## src/rtl/smt_pkg.sv

```systemverilog
package smt_pkg;
    localparam int BYTE_W = 8;
    localparam int ADDR_W = 1 + 2 * BYTE_W;

    typedef enum logic [3:0] {
        ST_IDLE, ST_HDR, ST_HDR_ACK, ST_AHI, ST_AHI_ACK, ST_ALO, ST_ALO_ACK,
        ST_WR, ST_WR_ACK, ST_RD, ST_RD_ACK, ST_HS_WAIT, ST_IGNORE
    } st_e;
endpackage

```

## src/rtl/smt_sync.sv

```systemverilog
module smt_sync #(
    parameter int STAGES = 2
) (
    input  logic clk,
    input  logic rst_n,
    input  logic scl_i,
    input  logic sda_i,
    output logic scl_s,
    output logic sda_s,
    output logic scl_rise,
    output logic scl_fall,
    output logic bus_start,
    output logic bus_stop
);
    logic [STAGES-1:0] scl_p, sda_p;
    logic scl_q, sda_q;

    generate
        if (STAGES == 1) begin : g_one
            always_ff @(posedge clk or negedge rst_n) begin
                if (!rst_n) begin
                    scl_p <= '1;
                    sda_p <= '1;
                end else begin
                    scl_p <= scl_i;
                    sda_p <= sda_i;
                end
            end
        end else begin : g_multi
            always_ff @(posedge clk or negedge rst_n) begin
                if (!rst_n) begin
                    scl_p <= '1;
                    sda_p <= '1;
                end else begin
                    scl_p <= {scl_p[STAGES-2:0], scl_i};
                    sda_p <= {sda_p[STAGES-2:0], sda_i};
                end
            end
        end
    endgenerate

    always_ff @(posedge clk or negedge rst_n) begin
        if (!rst_n) begin
            scl_q <= 1'b1;
            sda_q <= 1'b1;
        end else begin
            scl_q <= scl_s;
            sda_q <= sda_s;
        end
    end

    assign scl_s     = scl_p[STAGES-1];
    assign sda_s     = sda_p[STAGES-1];
    assign scl_rise  = scl_s && !scl_q;
    assign scl_fall  = !scl_s && scl_q;
    assign bus_start = scl_s && scl_q && sda_q && !sda_s;
    assign bus_stop  = scl_s && scl_q && !sda_q && sda_s;
endmodule

```

## src/rtl/smt_addr_ctr.sv

```systemverilog
module smt_addr_ctr import smt_pkg::*; (
    input  logic              clk,
    input  logic              rst_n,
    input  logic              load,
    input  logic [ADDR_W-1:0] load_val,
    input  logic              inc,
    output logic [ADDR_W-1:0] addr
);
    always_ff @(posedge clk or negedge rst_n) begin
        if (!rst_n)    addr <= '0;
        else if (load) addr <= load_val;
        else if (inc)  addr <= addr + 1'b1;
    end
endmodule

```

## src/rtl/smt_fsm.sv

```systemverilog
module smt_fsm import smt_pkg::*; #(
    parameter logic [3:0] DEV_PREFIX = 4'b1010
) (
    input  logic              clk,
    input  logic              rst_n,
    input  logic              scl_s,
    input  logic              sda_s,
    input  logic              scl_rise,
    input  logic              scl_fall,
    input  logic              bus_start,
    input  logic              bus_stop,
    input  logic [1:0]        chip_sel,
    input  logic [ADDR_W-1:0] cur_addr,
    output logic              ctr_load,
    output logic [ADDR_W-1:0] ctr_val,
    output logic              ctr_inc,
    output logic              sda_oe,
    output logic              mem_we,
    output logic [BYTE_W-1:0] mem_wdata,
    output logic              mem_re,
    input  logic [BYTE_W-1:0] mem_rdata
);
    localparam int CNT_W = $clog2(BYTE_W);
    localparam logic [CNT_W-1:0] LAST = CNT_W'(BYTE_W - 1);

    st_e state, state_n;
    logic [CNT_W-1:0]  bit_cnt;
    logic [BYTE_W-1:0] rx_sh, tx_sh, addr_hi, wd_q, byte_in;
    logic half, hdr_rd, hdr_msb, oe_q, we_q, rd_req, rd_cap;
    logic last_bit, is_me, is_mcode, bus_evt;

    assign byte_in  = {rx_sh[BYTE_W-2:0], sda_s};
    assign last_bit = scl_rise && (bit_cnt == LAST);
    assign is_me    = (byte_in[7:4] == DEV_PREFIX) && (byte_in[3:2] == chip_sel);
    assign is_mcode = (byte_in[7:3] == 5'b00001);
    assign bus_evt  = bus_start || bus_stop;

    always_comb begin
        state_n = state;
        if (bus_stop)       state_n = ST_IDLE;
        else if (bus_start) state_n = ST_HDR;
        else begin
            unique case (state)
                ST_HDR:     if (last_bit) state_n = is_me ? ST_HDR_ACK :
                                                   (is_mcode ? ST_HS_WAIT : ST_IGNORE);
                ST_AHI:     if (last_bit) state_n = ST_AHI_ACK;
                ST_ALO:     if (last_bit) state_n = ST_ALO_ACK;
                ST_WR:      if (last_bit) state_n = ST_WR_ACK;
                ST_RD:      if (last_bit) state_n = ST_RD_ACK;
                ST_HDR_ACK: if (scl_fall && half) state_n = hdr_rd ? ST_RD : ST_AHI;
                ST_AHI_ACK: if (scl_fall && half) state_n = ST_ALO;
                ST_ALO_ACK: if (scl_fall && half) state_n = ST_WR;
                ST_WR_ACK:  if (scl_fall && half) state_n = ST_WR;
                ST_RD_ACK: begin
                    if (scl_rise && half && sda_s) state_n = ST_IGNORE;
                    else if (scl_fall && half)     state_n = ST_RD;
                end
                default:    state_n = state;
            endcase
        end
    end

    always_ff @(posedge clk or negedge rst_n) begin
        if (!rst_n) state <= ST_IDLE;
        else        state <= state_n;
    end

    always_ff @(posedge clk or negedge rst_n) begin
        if (!rst_n) begin
            bit_cnt <= '0;  rx_sh <= '0;  tx_sh <= '0;  addr_hi <= '0;  wd_q <= '0;
            half <= 1'b0;   hdr_rd <= 1'b0;  hdr_msb <= 1'b0;  oe_q <= 1'b0;
            we_q <= 1'b0;   rd_req <= 1'b0;  rd_cap <= 1'b0;
        end else begin
            we_q   <= 1'b0;
            rd_req <= 1'b0;
            rd_cap <= rd_req;
            if (bus_evt) begin
                bit_cnt <= '0;
                half    <= 1'b0;
                oe_q    <= 1'b0;
            end else begin
                case (state)
                    ST_HDR, ST_AHI, ST_ALO, ST_WR: begin
                        if (scl_rise) begin
                            rx_sh   <= byte_in;
                            bit_cnt <= last_bit ? '0 : bit_cnt + 1'b1;
                        end
                        if (last_bit) begin
                            if (state == ST_HDR && is_me) begin
                                hdr_rd <= byte_in[0];
                                rd_req <= byte_in[0];
                                if (!byte_in[0]) hdr_msb <= byte_in[1];
                            end
                            if (state == ST_AHI) addr_hi <= byte_in;
                            if (state == ST_WR) begin
                                we_q <= 1'b1;
                                wd_q <= byte_in;
                            end
                        end
                    end
                    ST_HDR_ACK, ST_AHI_ACK, ST_ALO_ACK, ST_WR_ACK: begin
                        if (scl_fall) begin
                            half <= !half;
                            if (!half) oe_q <= 1'b1;
                            else begin
                                bit_cnt <= '0;
                                oe_q    <= (state == ST_HDR_ACK && hdr_rd) ? !tx_sh[BYTE_W-1] : 1'b0;
                            end
                        end
                    end
                    ST_RD: begin
                        if (scl_rise) bit_cnt <= last_bit ? '0 : bit_cnt + 1'b1;
                        if (scl_fall && bit_cnt != '0) begin
                            tx_sh <= {tx_sh[BYTE_W-2:0], 1'b0};
                            oe_q  <= !tx_sh[BYTE_W-2];
                        end
                    end
                    ST_RD_ACK: begin
                        if (scl_fall) begin
                            half <= !half;
                            oe_q <= half ? !tx_sh[BYTE_W-1] : 1'b0;
                            if (half) bit_cnt <= '0;
                        end
                        if (scl_rise && half && !sda_s) rd_req <= 1'b1;
                    end
                    default: oe_q <= 1'b0;
                endcase
            end
            if (rd_cap) tx_sh <= mem_rdata;
        end
    end

    assign ctr_load  = !bus_evt && (state == ST_ALO) && last_bit;
    assign ctr_val   = {hdr_msb, addr_hi, byte_in};
    assign ctr_inc   = we_q || (!bus_evt && state == ST_RD_ACK && scl_rise && half);
    assign sda_oe    = oe_q;
    assign mem_we    = we_q;
    assign mem_wdata = wd_q;
    assign mem_re    = rd_req;


    oe_scl_low_chk: assert property (@(posedge clk) disable iff (!rst_n)
        (!$stable(oe_q) && oe_q) |-> !scl_s);

    mcode_nack_chk: assert property (@(posedge clk) disable iff (!rst_n)
        (state == ST_HS_WAIT) |-> !oe_q);

    write_in_flow_chk: assert property (@(posedge clk) disable iff (!rst_n)
        we_q |-> (state == ST_WR_ACK));

    ptr_advance_chk: assert property (@(posedge clk) disable iff (!rst_n)
        we_q |=> (cur_addr == $past(cur_addr) + 1'b1));

    start_resets_chk: assert property (@(posedge clk) disable iff (!rst_n)
        bus_start |=> (state == ST_HDR) && !oe_q);
endmodule

```

## src/rtl/i2c_mem_target.sv

```systemverilog
module i2c_mem_target import smt_pkg::*; #(
    parameter logic [3:0] DEV_PREFIX  = 4'b1010,
    parameter int         SYNC_STAGES = 2
) (
    input  logic              clk,
    input  logic              rst_n,
    input  logic              scl_i,
    input  logic              sda_i,
    output logic              sda_oe,
    input  logic [1:0]        chip_sel,
    output logic [ADDR_W-1:0] mem_addr,
    output logic [BYTE_W-1:0] mem_wdata,
    output logic              mem_we,
    output logic              mem_re,
    input  logic [BYTE_W-1:0] mem_rdata
);
    logic scl_s, sda_s, scl_rise, scl_fall, bus_start, bus_stop;
    logic ctr_load, ctr_inc;
    logic [ADDR_W-1:0] ctr_val;

    smt_sync #(.STAGES(SYNC_STAGES)) u_sync (
        .clk(clk), .rst_n(rst_n), .scl_i(scl_i), .sda_i(sda_i),
        .scl_s(scl_s), .sda_s(sda_s), .scl_rise(scl_rise), .scl_fall(scl_fall),
        .bus_start(bus_start), .bus_stop(bus_stop)
    );

    smt_addr_ctr u_ctr (
        .clk(clk), .rst_n(rst_n), .load(ctr_load), .load_val(ctr_val),
        .inc(ctr_inc), .addr(mem_addr)
    );

    smt_fsm #(.DEV_PREFIX(DEV_PREFIX)) u_fsm (
        .clk(clk), .rst_n(rst_n), .scl_s(scl_s), .sda_s(sda_s),
        .scl_rise(scl_rise), .scl_fall(scl_fall), .bus_start(bus_start),
        .bus_stop(bus_stop), .chip_sel(chip_sel), .cur_addr(mem_addr),
        .ctr_load(ctr_load), .ctr_val(ctr_val), .ctr_inc(ctr_inc),
        .sda_oe(sda_oe), .mem_we(mem_we), .mem_wdata(mem_wdata),
        .mem_re(mem_re), .mem_rdata(mem_rdata)
    );
endmodule

```

## config.mk

```make
export PLATFORM = sky130hd
export DESIGN_NAME = i2c_mem_target
export DESIGN_NICKNAME = d
export VERILOG_FILES = /design/src/rtl/smt_pkg.sv /design/src/rtl/smt_sync.sv /design/src/rtl/smt_addr_ctr.sv /design/src/rtl/smt_fsm.sv /design/src/rtl/i2c_mem_target.sv
export SDC_FILE = /design/constraint.sdc
export NUM_CORES = 1
export LEC_CHECK = 0
export ABC_AREA = 1
export BUFFER_PORTS_ARGS = -buffer_cell sky130_fd_sc_hd__buf_4
export CAP_MARGIN = 10
export CELL_PAD_IN_SITES_DETAIL_PLACEMENT = 0
export CELL_PAD_IN_SITES_GLOBAL_PLACEMENT = 1
export CORE_AREA = 2 2 93 95
export DETAILED_ROUTE_END_ITERATION = 16
export DIE_AREA = 0 0 95 97
export GPL_ROUTABILITY_DRIVEN = 0
export HOLD_SLACK_MARGIN = 0.06
export PLACE_DENSITY = 0.86
export SYNTH_ARGS = -nofsm -noshare
export SYNTH_HDL_FRONTEND = slang
export SYNTH_HIERARCHICAL = 1
export SYNTH_SLANG_ARGS = --single-unit
```

## constraint.sdc

```tcl
create_clock -name clk -period 6.37 [get_ports clk]
set_input_delay 1.274 -clock clk [delete_from_list [all_inputs] [get_ports clk]]
set_output_delay 1.274 -clock clk [all_outputs]
set_load 0.005 [all_outputs]
```

======== Yosys cells after proc, flatten, opt, wreduce, memory -nomap -nowiden ========
Cells that the tools add are included.
storage, ports and cells
  bits in writable memories ............... 0
  memory bits (read-only) ................. 0
  register bits ........................... 68
  bits in latches ......................... 0
  memories kept ........................... 0
  logic and storage cells ................. 155
  bits of input ports ..................... 14
  output and inout bits ................... 28
cells by class
  eq/ne operators ......................... 31
  div/mod/pow operators ................... 0
  shifts and indexed selects .............. 0
  multiply operators ...................... 0
  add/sub/neg operators ................... 2
  reductions and logical operators ........ 54
  order comparisons ....................... 0
  bitwise operators ....................... 2
  multiplexer cells ....................... 48
operator list
  kind                     number
  $mux W4                  14
  $pmux W4 S9              1
  $mux W17                 2
  $mux W8                  4
  $ne A4 B1 Y1 const B     8
  $logic_and A1 B1 Y1      21
  $reduce_and A4 Y1        5
  $mux W1                  18
  $mux W3                  6
  $ne A3 B1 Y1 const B     6
  $add A17 B1 Y17 const B  1
  $eq A4 B3 Y1 const B     4
  $eq A4 B4 Y1 const B     4
  $reduce_bool A11 Y1      1
  $reduce_and A10 Y1       1
  $reduce_bool A2 Y1       5
  $reduce_or A5 Y1         2
  $eq A4 B2 Y1 const B     2
  $logic_not A1 Y1         8
  $reduce_or A4 Y1         2
  $pmux W3 S2              1
  $reduce_and A3 Y1        2
  $reduce_bool A3 Y1       2
  $eq A5 B1 Y1 const B     1
  other kinds (13)         16

======== Depth between registers and ports, before layout ========
  word-level depth ........................ 11
  mapped depth ............................ 13
  gate-level depth less buffers ........... 12

======== Cells and area by module ========
The synthesis kept the hierarchy.
modules (own cells, without submodules)
  module        area each (um2)  instances  sequential area each (um2)  cells each
  smt_fsm       2417.3           1          1126.1                      301
  smt_addr_ctr  1147.4           1          425.4                       156
  smt_sync      198.9            1          157.7                       17

======== Least setup slack after synthesis ========
No wires, ideal clock.
  path type ............................... register to register
  from .................................... reg u_sync.sda_p[1]
  to ...................................... reg u_ctr.addr[2]
  data required time ...................... 6.283 ns
  library setup time ...................... 0.087 ns
  arrival ................................. 1.907 ns
  clock period less this slack ............ 1.994 ns
  buffers on the path ..................... 2
  cell stages (with the launch flop) ...... 12
  slack ................................... 4.376 ns
  cell sequence ........................... dfstp_2 -> nand2_1 -> nor2_1 -> or2_1 -> buf_6 -> clkinv_1 -> nand3_1 -> nand2_1 -> nor2_4 -> buf_2 -> nand2_1 -> o211ai_1
on the way
  elaborated cells on any way between the ends .. 13
  those cells by class .................... mux (1); reduce/logical (12)
RTL lines
  element                            line                  source
  start: declaration                 smt_sync.sv:15        logic [STAGES-1:0] scl_p, sda_p;
  start signal: assignment           smt_sync.sv:36        sda_p <= {sda_p[STAGES-2:0], sda_i};
  $logic_and A1 B1 Y1                smt_sync.sv:57        assign bus_stop = scl_s && scl_q && !sda_q && sda_s;
  via bus_stop                       i2c_mem_target.sv:17  logic scl_s, sda_s, scl_rise, scl_fall, bus_start, bus_stop;
  $logic_or A1 B1 Y1                 smt_fsm.sv:36         assign bus_evt = bus_start || bus_stop;
  $logic_not A1 Y1                   smt_fsm.sv:135        assign ctr_inc = we_q || (!bus_evt && state == ST_RD_ACK && scl_rise && half);
  $logic_and A1 B1 Y1 (3 in series)  smt_fsm.sv:135
  $logic_or A1 B1 Y1                 smt_fsm.sv:135
  via ctr_inc                        i2c_mem_target.sv:18  logic ctr_load, ctr_inc;
  $reduce_bool A2 Y1 (no line)       -
  end signal: assignment             smt_addr_ctr.sv:11    else if (load) addr <= load_val;
  end signal: assignment             smt_addr_ctr.sv:12    else if (inc) addr <= addr + 1'b1;
  end: declaration                   smt_addr_ctr.sv:7     output logic [ADDR_W-1:0] addr
The timed path passes the listed nets, and every way through them passes these cells.
A chain may end at the register's enable or synchronous reset.

======== Final worst setup path ========
Ends and elaborated chain as after synthesis.

==> flow_metrics.env <==
export IMPL_cts_max_path_buffers=2
export IMPL_final_hold_violation_count=0
export IMPL_dp_hpwl_um=6510
export IMPL_crit_path_start="u_sync/sda_p[1]"
export IMPL_design_core_area_um2=8130
export IMPL_port_buffers=41
export IMPL_maxCapViolCount=0
export IMPL_p_leak_nw=2.09
export IMPL_synthArstFlopShare_pct=100
export IMPL_area_delta_synth_final_pct=14.2
export IMPL_avgSynthCellArea_um2=7.94
export IMPL_cts_setup_buffers=0
export IMPL_drt_wl_total_um=8930
export IMPL_grt_max_degree=69
export IMPL_dieArea_um2=9220
export IMPL_rsz0062_at_grt="false"
export IMPL_cts_tree="built"
export IMPL_final_cell_area_um2=4300
export IMPL_required_ns=6.59
export IMPL_cts_sinks=68
export IMPL_period_minus_slack_ns=2.63
export IMPL_ctsHoldBuffers=0
export IMPL_drt_drc_violations_left=0
export IMPL_initial_core_util_pct=46.3
export IMPL_fillerInstances=768
export IMPL_yosysSeqAreaShare_pct=45.4
export IMPL_finalPower_mw=1.37
export IMPL_crit_path_frequent_cell="nand2_1"
export IMPL_hold_start="u_sync/scl_p[0]"
export IMPL_post_route_util_pct=52.8
export IMPL_insertion_delay_ns=0.34
export IMPL_peakVddDrop_mv=0.151
export IMPL_grt_pass1_wl_um=15200
export IMPL_dp_cells=608
export IMPL_cts_clk_slew_worst_paths_ns=0.07
export IMPL_drt_iter0_drc=176
export IMPL_fin_cells=624
export IMPL_track_usage_pct=21.1
export IMPL_yosys_warnings=6
export IMPL_io_pins=42
export IMPL_cp_end_kind="flop"
export IMPL_die_x_um=95
export IMPL_place_ws_ns=3.75
export IMPL_cp_slowest_cell="dfstp_2"
export IMPL_worst_pin_slew_ns=0.857
export IMPL_synth_edf_count=0
export IMPL_cts_repair_resized=0
export IMPL_placed_area_um2=4130
export IMPL_arrival_ns=2.85
export IMPL_ys_flop_type="dfrtp_1"
export IMPL_n_antenna_cell=0
export IMPL_finalSetupTns_ns=0
export IMPL_path_class="flop to flop"
export IMPL_max_freq_mhz=380
export IMPL_r2r_start="u_sync/sda_p[1]"
export IMPL_worstPathCellList="nand2_1 > nor2_1 > or2_1 > clkinv_1 > nand3_1 > nand2_1 > nand2_2 > inv_1 > nand2_1 > o211ai_1"
export IMPL_die_height_um=97
export IMPL_nets=532
export IMPL_cts_made_buffers=9
export IMPL_status="completed"
export IMPL_holdWs_ns=0.364
export IMPL_cts_root_buf="clkbuf_8"
export IMPL_slowest_delay_ns=0.60
export IMPL_routed_via_density=5.16
export IMPL_grt_pass1_vias=3196
export IMPL_htreeDepth=3
export IMPL_syn_nets=492
export IMPL_synthDistinctLibCells=37
export IMPL_routedWlPerCell_um=14.3
export IMPL_setup_viol=0
export IMPL_rows=33
export IMPL_fin_skew_ns=0.00845
export IMPL_power_density_nw_per_um2=318
export IMPL_grt_ovfl_total=0
export IMPL_worst_setup_path_start_kind="flop"
export IMPL_timing_final_ws_setup_ns=3.74
export IMPL_hold_path_class="flop to flop"
export IMPL_ys_ff_latch=68
export IMPL_cp_max_fo=11
export IMPL_vias=3222
export IMPL_antenna_found_initial=0
export IMPL_syn_area_um2=3760
export IMPL_maxSlewHeadroom_pct=42.9
export IMPL_antenna_left=0
export IMPL_drt_pass1_iterations=5
export IMPL_drive_gt1_share_pct=22.2
export IMPL_slew_viol_final=0
export IMPL_post_route_period_util_pct=41.4
export IMPL_netlist_instances=474
==> Yosys cell counts, types with 5 or more instances <==
library cell    n  area (um^2)
dfrtp_1        62         1550
inv_1          48          180
inv_2           5         18.8
nor2_4          8         90.1
nor2_2         13         81.3
nor2_1         35          131
dfstp_2         6          158
nand2_2        13         81.3
o21ai_0        12         60.1
nand2_1       130          488
nand3_1        46          230
o21ai_1        28          140
buf_4           5         37.5
a22oi_1        13         97.6
==> cell type report <==
class	instances	area (um^2)	share of cell area (%)
Multi-Input combinational cell	339	1770	41.2
Sequential cell	68	1710	39.8
Timing Repair Buffer	42	315	7.34
Inverter	54	203	4.72
Tap cell	105	131	3.06
Clock buffer	10	128	2.97
Clock inverter	6	42.5	0.990
==> power breakdown <==
part / internal [mW] / switching [mW]
combinational: 0.173 / 0.317
clock: 0.141 / 0.170
sequential: 0.500 / 0.0676
total: 0.814 / 0.554
==> final timing paths <==
check                                        end  slack, ns  cells after the start
worst max-delay path               u_ctr/addr[2]       3.74                     10
worst min-delay path             u_sync/scl_p[1]       0.36                      0
worst max register to register     u_ctr/addr[2]       3.74                     10
worst min register to register   u_sync/scl_p[1]       0.36                      0
max in group asynchronous       u_fsm/addr_hi[0]       4.77                      1
min in group asynchronous         u_fsm/tx_sh[3]       1.04                      1
==> layout by cell type (no fill, tap or decap), types with 4 or more instances in the layout <==
cell      Yosys  routed
o21bai_1      4       4
inv_2         5       5
nand2_1     130     130
nand3_1      46      46
nor2_2       13      13
o21ai_0      12      12
inv_1        48      48
a21oi_1       4       4
o21ai_1      28      28
dfrtp_1      62      62
clkbuf_8      0       9
nor2_4        8       8
ha_1          4       4
a22oi_1      13      13
nand2_2      13      13
nor2_1       35      35
buf_4         5      42
dfstp_2       6       6
==> kinds of logic (layout without fill, tap and decap cells) <==
kind of cell             count (synthesis)  count (layout)  share of synthesized area (%)
XOR/XNOR                                 5               5                           1.16
AND/OR/NAND/NOR                        261             261                           33.3
adder cells (fa/ha/maj)                  4               4                           1.33
AO/OA/AOI/OAI                           69              69                           11.1
flip-flops                              68              68                           45.4
buffers and inverters                   67             112                           7.71
==> sequential cells by signal, indices dropped and copies added, names as in the netlist <==
name,flops
u_ctr/addr,17
u_fsm/addr_hi,8
u_fsm/mem_wdata,8
u_fsm/tx_sh,8
u_fsm/rx_sh,7
u_fsm/state,4
u_fsm/bit_cnt,3
u_sync/scl_p,2
u_sync/sda_p,2
u_fsm/half,1
u_fsm/hdr_msb,1
u_fsm/hdr_rd,1
u_fsm/mem_re,1
u_fsm/mem_we,1
u_fsm/rd_cap,1
u_fsm/sda_oe,1
u_sync/scl_q,1
u_sync/sda_q,1
==> routing by layer <==
metal / GRT usage [%] / up-vias / share of wire [%]
met5: 0 / - / 0
met1: 28.2 / 1525 / 45
met2: 33.8 / 77 / 50
li1: - / 1609 / -
met3: 4.13 / 11 / 3.7
met4: 7.36 / 0 / 1.3
==> worst max-delay path, delay by kind of cell, from the launching register on <==
family / cells / cell delay [ns]
AO/OA/AOI/OAI: 1 / 0.08
buffers and inverters: 2 / 0.60
flip-flops: 1 / 0.60
AND/OR/NAND/NOR: 7 / 1.23
Note: power is estimated with default switching activity, not from simulation.
